`src/rtl/insn_decode_stat.sv`:
```
module insn_decode_stat (
  input  logic        clk,
  input  logic        rst,
  input  logic        decode_go,
  input  logic        set_refetch,
  input  logic [31:0] latch_word,
  output logic [31:0] work_a,
  output logic [31:0] work_b,
  output logic [3:0]  reg_sel,
  output logic [3:0]  digit_cnt,
  output logic        st_sel_zero,
  output logic        st_cnt_zero,
  output logic        st_short,
  output logic        refetch,
  output logic [1:0]  len_code
);

  // word bit n (bit 0 = MSB) sits at port bit 31-n
  logic [1:0] op_top;
  logic [3:0] sel_fld;
  logic [3:0] cnt_fld;
  logic [1:0] len_next;

  assign op_top  = latch_word[31:30];
  assign sel_fld = latch_word[19:16];
  assign cnt_fld = latch_word[15:12];

  always_comb begin
    case (op_top)
      2'b00:   len_next = 2'b01;
      2'b11:   len_next = 2'b11;
      default: len_next = 2'b10;
    endcase
  end

  always_ff @(posedge clk) begin
    if (rst) begin
      work_a      <= '0;
      work_b      <= '0;
      reg_sel     <= '0;
      digit_cnt   <= '0;
      st_sel_zero <= 1'b0;
      st_cnt_zero <= 1'b0;
      st_short    <= 1'b0;
      refetch     <= 1'b0;
      len_code    <= 2'b00;
    end else if (decode_go) begin
      work_a      <= latch_word;
      work_b      <= latch_word;
      reg_sel     <= sel_fld;
      digit_cnt   <= cnt_fld;
      st_sel_zero <= (sel_fld == 4'd0);
      st_cnt_zero <= (cnt_fld == 4'd0);
      st_short    <= (cnt_fld[3:2] == 2'b00);
      refetch     <= 1'b0;
      len_code    <= len_next;
    end else if (set_refetch) begin
      refetch     <= 1'b1;
    end
  end

  AST_RESET_CLEAR: assert property (@(posedge clk)
    rst |=> (work_a == '0 && work_b == '0 && reg_sel == '0 && digit_cnt == '0
             && !st_sel_zero && !st_cnt_zero && !st_short && !refetch && len_code == 2'b00));

  AST_COPIES_MATCH: assert property (@(posedge clk) disable iff (rst)
    decode_go |=> (work_a == work_b));

  AST_SEL_FLAG_AGREES: assert property (@(posedge clk) disable iff (rst)
    decode_go |=> (st_sel_zero == (reg_sel == 4'd0)));

  AST_CNT_FLAG_AGREES: assert property (@(posedge clk) disable iff (rst)
    decode_go |=> (st_cnt_zero == (digit_cnt == 4'd0)));

  AST_SHORT_AGREES: assert property (@(posedge clk) disable iff (rst)
    decode_go |=> (st_short == (digit_cnt[3:2] == 2'b00)));

  AST_REFETCH_CLEARED: assert property (@(posedge clk) disable iff (rst)
    decode_go |=> !refetch);

  AST_LEN_NONZERO: assert property (@(posedge clk) disable iff (rst)
    decode_go |=> (len_code != 2'b00));

  AST_IDLE_HOLD: assert property (@(posedge clk) disable iff (rst)
    !decode_go |=> ($stable(work_a) && $stable(reg_sel) && $stable(digit_cnt)
                    && $stable(len_code) && $stable(st_short)));

endmodule

```
`config.mk`:
```
export PLATFORM = sky130hd
export DESIGN_NAME = insn_decode_stat
export DESIGN_NICKNAME = d
export VERILOG_FILES = /design/src/rtl/insn_decode_stat.sv
export SDC_FILE = /design/constraint.sdc
export NUM_CORES = 1
export LEC_CHECK = 0
export BUFFER_PORTS_ARGS = -buffer_cell sky130_fd_sc_hd__buf_2
export CAP_MARGIN = 20
export CORE_MARGIN = 5
export CORE_UTILIZATION = 44
export CTS_CLUSTER_SIZE = 14
export DETAILED_ROUTE_END_ITERATION = 6
export PLACE_DENSITY = 0.84
export SETUP_SLACK_MARGIN = 0.3
export SYNTH_ARGS = -nofsm -noshare
export SYNTH_HDL_FRONTEND = slang
export SYNTH_SLANG_ARGS = --single-unit
```
`constraint.sdc`:
```
create_clock -name clk -period 2.3 [get_ports clk]
set_input_delay 0.115 -clock clk [delete_from_list [all_inputs] [get_ports clk]]
set_output_delay 0.115 -clock clk [all_outputs]
set_load 0.1 [all_outputs]
```
# Yosys cells after proc, flatten, opt, wreduce, memory -nomap -nowiden

Cells that the tools add are included.

Flip-flop bits (word level): 46
Bits in latches: 0
Bits in writable memories: 0
Bits in read-only memories: 0
Input bits: 36
Output and inout bits: 78
Memories kept: 0

Add/subtract/negate cells: 0
Multipliers: 0
Divide/modulo/power cells: 0
$lt $le $gt $ge: 0
Equality and inequality tests: 1
Shifts and indexed selects: 0
Muxes and demuxes: 1
Bitwise logic cells: 0
Reduce and logical (&&, ||, !) cells: 5

Operators by type and width:

| operator             | number |
|---|---|
| $logic_not A4 Y1     | 2 |
| $logic_not A2 Y1     | 2 |
| $pmux W2 S2          | 1 |
| $eq A2 B2 Y1 const B | 1 |
| $reduce_or A2 Y1     | 1 |

# Depth between registers and ports, before layout

Gate-level depths: netlist (run 1).

Depth in word-level cells: 2
Gate-level depth with buffers: 4

# Worst setup path after synthesis (run 1)

No wires, ideal clock.

Kind: reg2out
Start: register work_b[12] (netlist name)
End: output work_a[12]
Arrival time: 1.391 ns
Required time: 2.185 ns
Setup slack: 0.794 ns
Stages on the path, launching flop included: 2
Cells stage by stage: dfxtp_1 buf_4

RTL lines:

| what          | line | RTL |
|---|---|---|
| end, declared | 7    | `output logic [31:0] work_a,` |

==> results of run 1 <==
[cell usage in the layout (no fill, tap or decap)]
cell type and instances:
a211oi_1 2, nand2b_1 2, dfxtp_1 38, clkbuf_1 2, buf_2 113, nor3_1 1
a21oi_1 1, inv_1 3, buf_12 1, ha_1 1, nor4_1 1, nor3b_1 1
o32ai_2 1, nor2_1 35, clkbuf_8 5, or3b_1 1, mux2i_1 32, a31o_2 1
or4b_1 1
[cell type report]
cell class              count  share of cell area
well taps                  48             0.02925
clock buffers               7             0.03717
inverters                   3            0.005484
flip-flops and latches     38              0.3705
repair buffers            114              0.2852
multi-input cells          80              0.2724
[metal layers]
layer	track usage	wire length [um]	vias up
li1	-	-	657
met1	0.1514	1283	590
met2	0.2439	1705	71
met3	0.06171	434	8
met4	0.05219	67	0
met5	0	0	-
[per-stage QoR]
step           cell area [um2]  cells  setup WS, ns  hold slack, ns  utilization
6_report                  2053    290         1.093         0.06668       0.5608
3_5_place_dp              1977    283         1.000          0.3570       0.5400
4_1_cts                   2053    290         1.072         0.05993       0.5608
5_1_grt                   2053    290         1.005         0.04947       0.5608
2_1_floorplan             1673    170        0.7943          0.2287            -
3_3_place_gp              1977    283         1.017          0.3476       0.5400
[report_power, final]
| part | internal [W] | switching [W] |
|---|---|---|
| Sequential | 0.000697 | 0.0000250 |
| Clock | 0.000208 | 0.000200 |
| Combinational | 0.000113 | 0.000660 |
| Total | 0.00102 | 0.000885 |
[kinds of logic after synthesis]
kind of cell	Yosys count	synth area share
AOI/OAI and AO/OA	5	0.02692
adders and majority gates	1	0.007478
muxes	32	0.1915
buffers and inverters	52	0.2109
and+or+nand+nor	42	0.1085
DFF	38	0.4547
[sequential cells by signal, indices dropped and copies added (netlist names)]
| register | flops |
|---|---|
| st_cnt_zero | 1 |
| refetch | 1 |
| st_sel_zero | 1 |
| st_short | 1 |
| len_code | 2 |
| work_b | 32 |
[worst min path at each step]
stage	start	endpoint	depth (start not counted)
after detailed placement	latch_word[8]	work_b[8]	3
after global placement	latch_word[27]	work_b[27]	3
after CTS	latch_word[14]	st_cnt_zero	2
after floorplan	latch_word[15]	st_cnt_zero	1
after global routing	latch_word[15]	st_cnt_zero	2
final	latch_word[23]	work_b[23]	3
[cells in the mapped netlist]
| cell type | n |
|---|---|
| buf_4 | 40 |
| dfxtp_1 | 38 |
| nor2_1 | 35 |
| mux2i_1 | 32 |
| buf_2 | 6 |
| inv_1 | 3 |
| a211oi_1 | 2 |
| buf_1 | 2 |
| nand2b_1 | 2 |
| a21oi_1 | 1 |
| a31o_2 | 1 |
| clkbuf_1 | 1 |
| ha_1 | 1 |
| nor3_1 | 1 |
| nor3b_1 | 1 |
| nor4_1 | 1 |
| o32ai_2 | 1 |
| or3b_1 | 1 |
| or4b_1 | 1 |
==> flow_summary.toml, run 1 <==
[die]
ios = 114
die-area_um2 = 5135
core-area_um2 = 3661
initial_utilization = 0.4569
num_rows = 22
fp.dieW_um = 71.66
dieHeight_um = 71.66

[worst_setup_path]
worst-path-buf-inv = 1
path_class = "reg2out"
cp.depth = 1
path_max_fanout = 4
endpoint_kind = "primary output"
crit_path_start = "work_b[12]"
crit_arrival_ns = 1.09
start_kind = "register"
worstPathCellList = "buf_2"
slowest_delay_ns = 0.45
required_ns = 2.18
crit_end = "digit_cnt[0]"
worstReg2RegStart = "st_sel_zero"
r2r_end = "st_sel_zero"
rr_worst_depth = 2
critPathTopFamily = "buffers and inverters"
slowest_stage = "buf_2"
rrSetupSlack_ns = 1.54

[synth]
syn_area_per_cell_um2 = 9.840
synth_top_area_frac = 0.4547
synth_top_area_cell = "dfxtp_1"
yosys-top-cells-area = "dfxtp_1 45%, mux2i_1 19%, buf_4 18%, nor2_1 7.9%, buf_2 1.8%"
ys.warnings.count = 0
ys_seq_area_frac = 0.4547
netlist_area_um2 = 1673
syn_nets = 207
synth_cell_types = 19
synthesis.instances = 170
ys_ff_latch = 38

[worst_hold_path]
hp-class = "in2reg"

[global_route]
grt_max_degree = 41
overflow = 0
grt_pass1_vias = 1323
antenna_found_initial = 0
grt_pass1_wl_um = 5768
grtUsageTotal = 0.1410

[clock_tree]
cts_tree = "done"
cts_buffers = 5
cts.clk_slew.worst_paths_ns = 0.06
ctsResizeCount = 0
root_buffer = "clkbuf_8"
cts.path.max_buffers = 2
worstSkewPairLatency_ns = 0.28
cts_max_level = 2
cts_setup_buffers = 0
cts.sinks = 38
cts_hold_repair.buffers = 0

[finish]
seq_area_um2 = 760.7
fillers = 347
multiInputGateArea_um2 = 559.3
drive_above_1_share = 0.5000
diodes = 0
nets = 279
synthToLayoutAreaGrowth_pct = 22.74

[route]
wirelength_um = 3491
drc = 0
drt-pass1-iter-count = 4
vias = 1326
ant_nets = 0
vias_per_cell = 4.572
wl_per_cell_um = 12.04
drtIter0Drc = 37

[timing]
setup_tns_ns = 0
rsz0062_at_grt = "false"
finClkSkew_ns = 0
max_freq_mhz = 828.2
max_slew.worst_pin.slew_ns = 0.6593
finalMaxSlewViolations = 0
period_needed_ns = 1.207
hold_viol = 0
post-route-period-util = 0.5250
slew_headroom = 0.5604
setup_violations = 0

[placement]
gp_congestion = 0.7216
port_buffers = 113
hpwlAfterDp_um = 2769

[job]
cap_violations = 0

[power_and_ir_drop]
design_power_total_w = 0.001903
power.leakage_nw = 1.189
vdd_drop_max_uv = 454.7
pwr_density_cell_nw_per_um2 = 926.8

[outcome]
outcome = "complete, no violations"
Note: power is estimated with default switching activity, not from simulation.
==> inputs of run 2 (changes only) <==
--- a/config.mk
+++ b/config.mk
@@ -8,10 +8,10 @@
 export BUFFER_PORTS_ARGS = -buffer_cell sky130_fd_sc_hd__buf_2
 export CAP_MARGIN = 20
 export CORE_MARGIN = 5
-export CORE_UTILIZATION = 44
+export CORE_UTILIZATION = 37
 export CTS_CLUSTER_SIZE = 14
 export DETAILED_ROUTE_END_ITERATION = 6
-export PLACE_DENSITY = 0.84
+export PLACE_DENSITY = 0.76
 export SETUP_SLACK_MARGIN = 0.3
 export SYNTH_ARGS = -nofsm -noshare
 export SYNTH_HDL_FRONTEND = slang
==> constraint.sdc (replaced) <==
create_clock -name clk -period 1.1 [get_ports clk]
set_input_delay 0.055 -clock clk [delete_from_list [all_inputs] [get_ports clk]]
set_output_delay 0.055 -clock clk [all_outputs]
set_load 0.1 [all_outputs]
==> flow_summary.toml, run 2 (synthesis results as in run 1) <==
[timing]
period_needed_ns = 0.9328
finalMaxSlewViolations = 0
finClkSkew_ns = 0
post-route-period-util = 0.8480
max_freq_mhz = 1072
hold_viol = 0
setup_violations = 0
setup_tns_ns = 0
max_slew.worst_pin.slew_ns = 0.4086
rsz0062_at_grt = "true"
setup_slack_ns = 0.1672
hold_slack_ns = 0.01030
slew_headroom = 0.7276

[route]
vias_per_cell = 4.615
wl_per_cell_um = 15.94
drtIter0Drc = 11
wirelength_um = 4797
vias = 1389
ant_nets = 0
drt-pass1-iter-count = 3
drc = 0

[worst_setup_path]
path_max_fanout = 4
worst-path-buf-inv = 1
crit_arrival_ns = 0.88
r2r_end = "st_sel_zero"
worstReg2RegStart = "st_sel_zero"
path_class = "reg2out"
slowest_delay_ns = 0.41
endpoint_kind = "primary output"
required_ns = 1.04
rr_worst_depth = 2
start_kind = "register"
rrSetupSlack_ns = 0.28
critPathTopFamily = "flip-flops"
worstPathCellList = "buf_12"
slowest_stage = "dfxtp_4"

[clock_tree]
cts_buffers = 5
cts.clk_slew.worst_paths_ns = 0.07
root_buffer = "clkbuf_8"
cts_tree = "done"
cts_max_level = 2
worstSkewPairLatency_ns = 0.28
cts.path.max_buffers = 2
cts.sinks = 38

[worst_hold_path]
hp-class = "in2reg"
whs_path_depth = 3
min_to = "work_b[24]"
worstHoldStart = "latch_word[24]"

[finish]
largest-register = "work_b"
largest_reg_flops = 32
fillers = 247
layout_common_cells = "79 x buf_12, 38 x dfxtp_4, 35 x buf_2"
final_common_cell = "buf_12"
diodes = 0
drive_above_1_share = 0.6707
largestRegisters = "work_b (32), len_code (2)"
synthToLayoutAreaGrowth_pct = 106.0
nets = 285

[power_and_ir_drop]
clkPwrFrac = 0.191
power.internal_w = 0.002617
comb_power_share = 0.468
p_sw_w = 0.002009
pwr-share-seq = 0.341
pwr_density_cell_nw_per_um2 = 1342
power.leakage_nw = 1.525
netSwitchingFraction = 0.4342
vdd_drop_max_uv = 903.0

[outcome]
outcome = "complete, no violations"

[die]
dieHeight_um = 77.24
die-area_um2 = 5966
core-area_um2 = 4384
fp.dieW_um = 77.24
num_rows = 24
ios = 114
initial_utilization = 0.3816

[global_route]
grt_pass1_vias = 1504
overflow = 0
grtUsageTotal = 0.1625
antenna_found_initial = 0
grt_max_degree = 40
grt_util_met3 = 0.06792
use_met1 = 0.1662
grt_util_met2 = 0.3056
grt_pass1_wl_um = 7845
busiest_layer = "met2"

[placement]
gp_congestion = 0.6864
dp_worst_setup_slack_ns = 0.1074
port_buffers = 113
hpwlAfterDp_um = 4013

[job]
cap_violations = 0
[run 2: cell types whose count changed in the layout (fill, tap and decap cells not counted), sizes merged]
cell / previous run / this run
clkinv: 0 / 2
buf: 114 / 118
dlygate4sd3: 0 / 2
clkbuf: 7 / 6
[run 2: final cells by class]
type / count / area [um2] / share of cell area
Clock buffer: 6 / 72.57 / 0.02106
Clock inverter: 2 / 8.758 / 0.002542
Inverter: 3 / 11.26 / 0.003268
Multi-Input combinational cell: 80 / 578.1 / 0.1678
Sequential cell: 38 / 903.4 / 0.2622
Tap cell: 52 / 65.06 / 0.01888
Timing Repair Buffer: 120 / 1807 / 0.5243
[run 2: what timing repair did]
action / CTS / global route
setup endpoints to repair: 79 / 80
gates resized for setup: 0 / 4
hold buffers: 2 / 0
hold endpoints to repair: 1 / 0
buffers inserted: 1 / 0
[run 2: power by group through the flow]
stage          logic [W]  clock network [W]  registers, W
2_1_floorplan    0.00104                  0       0.00211
3_3_place_gp     0.00214                  0       0.00160
3_5_place_dp     0.00216                  0       0.00161
4_1_cts          0.00218           0.000918       0.00158
5_1_grt          0.00222           0.000991       0.00159
6_report         0.00217           0.000882       0.00158
[run 2: metal layers]
metal / wire length (um) / vias to the layer above / part of all wire
li1: - / 671 / -
met1: 1638 / 647 / 0.34
met2: 2689 / 65 / 0.56
met3: 424 / 6 / 0.088
met4: 44 / 0 / 0.0092
met5: 0 / - / 0
[run 2: per-stage QoR]
stage | cell area, um2 | cells | power [W] | util
4_1_cts | 3427 | 301 | 0.004674 | 0.7817
6_report | 3446 | 301 | 0.004626 | 0.7860
3_3_place_gp | 3318 | 290 | 0.003737 | 0.7568
3_5_place_dp | 3318 | 290 | 0.003775 | 0.7568
5_1_grt | 3446 | 301 | 0.004805 | 0.7860
2_1_floorplan | 2122 | 170 | 0.003153 | -
[run 2: how the worst max path moves through the flow]
stage / cells past startpoint / endpoint / from / slack [ns]
final: 1 / work_b[18] / work_b[18] / 0.17
after detailed placement: 3 / st_cnt_zero / latch_word[12] / 0.11
after global routing: 1 / work_b[18] / work_b[18] / 0.12
after CTS: 1 / work_b[18] / work_b[18] / 0.15
after global placement: 3 / st_cnt_zero / latch_word[12] / 0.14
after floorplan: 1 / work_a[12] / work_b[12] / 0.17
==> inputs of run 3 (changes only) <==
--- a/config.mk
+++ b/config.mk
@@ -5,13 +5,14 @@
 export SDC_FILE = /design/constraint.sdc
 export NUM_CORES = 1
 export LEC_CHECK = 0
+export ABC_AREA = 1
 export BUFFER_PORTS_ARGS = -buffer_cell sky130_fd_sc_hd__buf_2
 export CAP_MARGIN = 20
 export CORE_MARGIN = 5
 export CORE_UTILIZATION = 37
 export CTS_CLUSTER_SIZE = 14
 export DETAILED_ROUTE_END_ITERATION = 6
-export PLACE_DENSITY = 0.76
+export PLACE_DENSITY = 0.75
 export SETUP_SLACK_MARGIN = 0.3
 export SYNTH_ARGS = -nofsm -noshare
 export SYNTH_HDL_FRONTEND = slang
==> constraint.sdc (replaced) <==
create_clock -name clk -period 0.8 [get_ports clk]
set_input_delay 0.04 -clock clk [delete_from_list [all_inputs] [get_ports clk]]
set_output_delay 0.04 -clock clk [all_outputs]
set_load 0.1 [all_outputs]
==> flow_summary.toml, run 3 <==
[finish]
layout_common_cells = "80 x buf_12, 65 x nor2_1, 38 x dfxtp_4"
fillers = 250
nets = 329
largestRegisters = "work_b (32), len_code (2)"
final_common_cell = "buf_12"
synthToLayoutAreaGrowth_pct = 106.3
largest-register = "work_b"
largest_reg_flops = 32
diodes = 0
drive_above_1_share = 0.7099
final_cells = 345
stdcell_area_um2 = 3551

[timing]
rsz0062_at_grt = "true"
max_freq_mhz = 1080
post-route-period-util = 1.157
slew_headroom = 0.8369
max_slew.worst_pin.slew_ns = 0.2446
hold_viol = 18
finalMaxSlewViolations = 0
hold_slack_ns = -0.03103
setup_violations = 78
finClkSkew_ns = 0
period_needed_ns = 0.9257
setup_slack_ns = -0.1257

[power_and_ir_drop]
vdd_drop_max_uv = 1619
pwr-share-seq = 0.325
pwr_density_cell_nw_per_um2 = 1945
power.internal_w = 0.003769
design_power_total_w = 0.006907
power.leakage_nw = 1.544
comb_power_share = 0.498
p_sw_w = 0.003138
clkPwrFrac = 0.177
netSwitchingFraction = 0.4543

[synth]
yosys.cell_count.top_type = "nor2_1"
synth_top_area_cell = "dfxtp_1"
netlist_area_um2 = 1722
yosys-top-cells-area = "dfxtp_1 44%, buf_4 17%, nor2_1 15%, o21ai_1 5.2%, buf_6 4.6%"
ys_ff_latch = 38
synth_cell_types = 18
async_flop_share = 0
synth_top_area_frac = 0.4419
synthesis.instances = 212
synth_edf_count = 0
syn_nets = 249
syn_area_per_cell_um2 = 8.121
synthTopCellsByCount = "67 x nor2_1, 40 x buf_4, 38 x dfxtp_1"
ys.warnings.count = 0
ys_seq_area_frac = 0.4419
synth_flop_cell = "dfxtp_1"

[clock_tree]
cts_max_level = 2
root_buffer = "clkbuf_8"
cts_buffers = 5
cts.path.max_buffers = 2
cts_tree = "done"
worstSkewPairLatency_ns = 0.28
cts.sinks = 38
cts.clk_slew.worst_paths_ns = 0.07

[placement]
dp_worst_setup_slack_ns = 0.02269
placed_area_um2 = 3314
hpwlAfterDp_um = 3831
gp_congestion = 0.7453
placed_cells = 332
port_buffers = 113

[route]
route.met3.wl_um = 340
vias_per_cell = 4.704
ant_nets = 0
wirelength_um = 4929
drt-pass1-iter-count = 4
wl_per_cell_um = 14.29
drtIter0Drc = 69
vias = 1623
route.layer.met1.wl_um = 1810
drc = 0
wl_met2_um = 2738
top_layer = "met4"

[global_route]
grtUsageTotal = 0.1602
grt_pass1_vias = 1601
antenna_found_initial = 0
overflow = 0
grt_pass1_wl_um = 7790
grt_max_degree = 33

[job]
cap_violations = 0

[die]
num_rows = 24
initial_utilization = 0.3874
core-area_um2 = 4444
dieHeight_um = 78.22
fp.dieW_um = 78.22
ios = 114
die-area_um2 = 6118

[worst_setup_path]
slowest_delay_ns = 0.41
slowest_stage = "dfxtp_4"
worstPathCellList = "buf_12"
endpoint_kind = "primary output"
crit_arrival_ns = 0.89
required_ns = 0.76
path_class = "reg2out"
worst-path-buf-inv = 1
critPathTopFamily = "flip-flops"
path_max_fanout = 4
start_kind = "register"

[outcome]
violations = "negative hold slack, negative setup slack"
outcome = "complete, but fails checks"

[worst_hold_path]
hp-class = "in2reg"
-- run 3: repair_timing --
action	4_1_cts	5_1_grt
endpoints found under the setup margin	116	116
gates resized for setup	16	17
endpoints found under the hold margin	23	12
pin swaps	0	2
setup buffers	1	4
-- run 3: kinds of logic after synthesis --
| kind of cell | Yosys count | share of synthesized area |
|---|---|---|
| compound gates | 33 | 0.09957 |
| simple gates | 86 | 0.1977 |
| buf+inv | 54 | 0.2536 |
| fa+ha+maj | 1 | 0.007266 |
| flops | 38 | 0.4419 |
-- run 3: power by group through the flow --
stage | Sequential, W | Clock [W] | Combinational (W)
final | 0.00224 | 0.00122 | 0.00344
after global routing | 0.00227 | 0.00137 | 0.00352
after CTS | 0.00224 | 0.00127 | 0.00341
after detailed placement | 0.00227 | 0 | 0.00337
after global placement | 0.00227 | 0 | 0.00334
after floorplan | 0.00309 | 0 | 0.00180
-- run 3: stage by stage --
stage / utilization / hold WS, ns / TNS [ns]
3_5_place_dp: 0.7458 / 0.2649 / 0
4_1_cts: 0.7790 / -0.03458 / -7.956
3_3_place_gp: 0.7458 / 0.2524 / 0
2_1_floorplan: - / 0.09327 / -0.1764
5_1_grt: 0.7990 / -0.04211 / -9.751
6_report: 0.7990 / -0.03103 / -7.233
-- run 3: cell type report --
type / instances / area [um2] / area share
timing repair buffer: 123 / 1841 / 0.5183
sequential: 38 / 903.4 / 0.2544
multi-input combinational: 120 / 638.1 / 0.1797
clock buffer: 6 / 72.57 / 0.02044
tap: 52 / 65.06 / 0.01832
inverter: 4 / 22.52 / 0.006342
clock inverter: 2 / 8.758 / 0.002467
-- run 3: path summary, 6_finish.rpt --
path	slack [ns]	to	cells past startpoint	startpoint
min reg2reg	0.47	st_cnt_zero	2	st_cnt_zero
min	-0.03	refetch	2	set_refetch
max reg2reg	0.01	work_b[16]	3	work_b[16]
max	-0.13	work_b[16]	1	work_b[16]
-- run 3: routing by layer --
| metal | vias to the layer above | track usage |
|---|---|---|
| li1 | 795 | - |
| met1 | 752 | 0.1763 |
| met2 | 72 | 0.3022 |
| met3 | 4 | 0.04348 |
| met4 | 0 | 0.04196 |
| met5 | - | 0 |
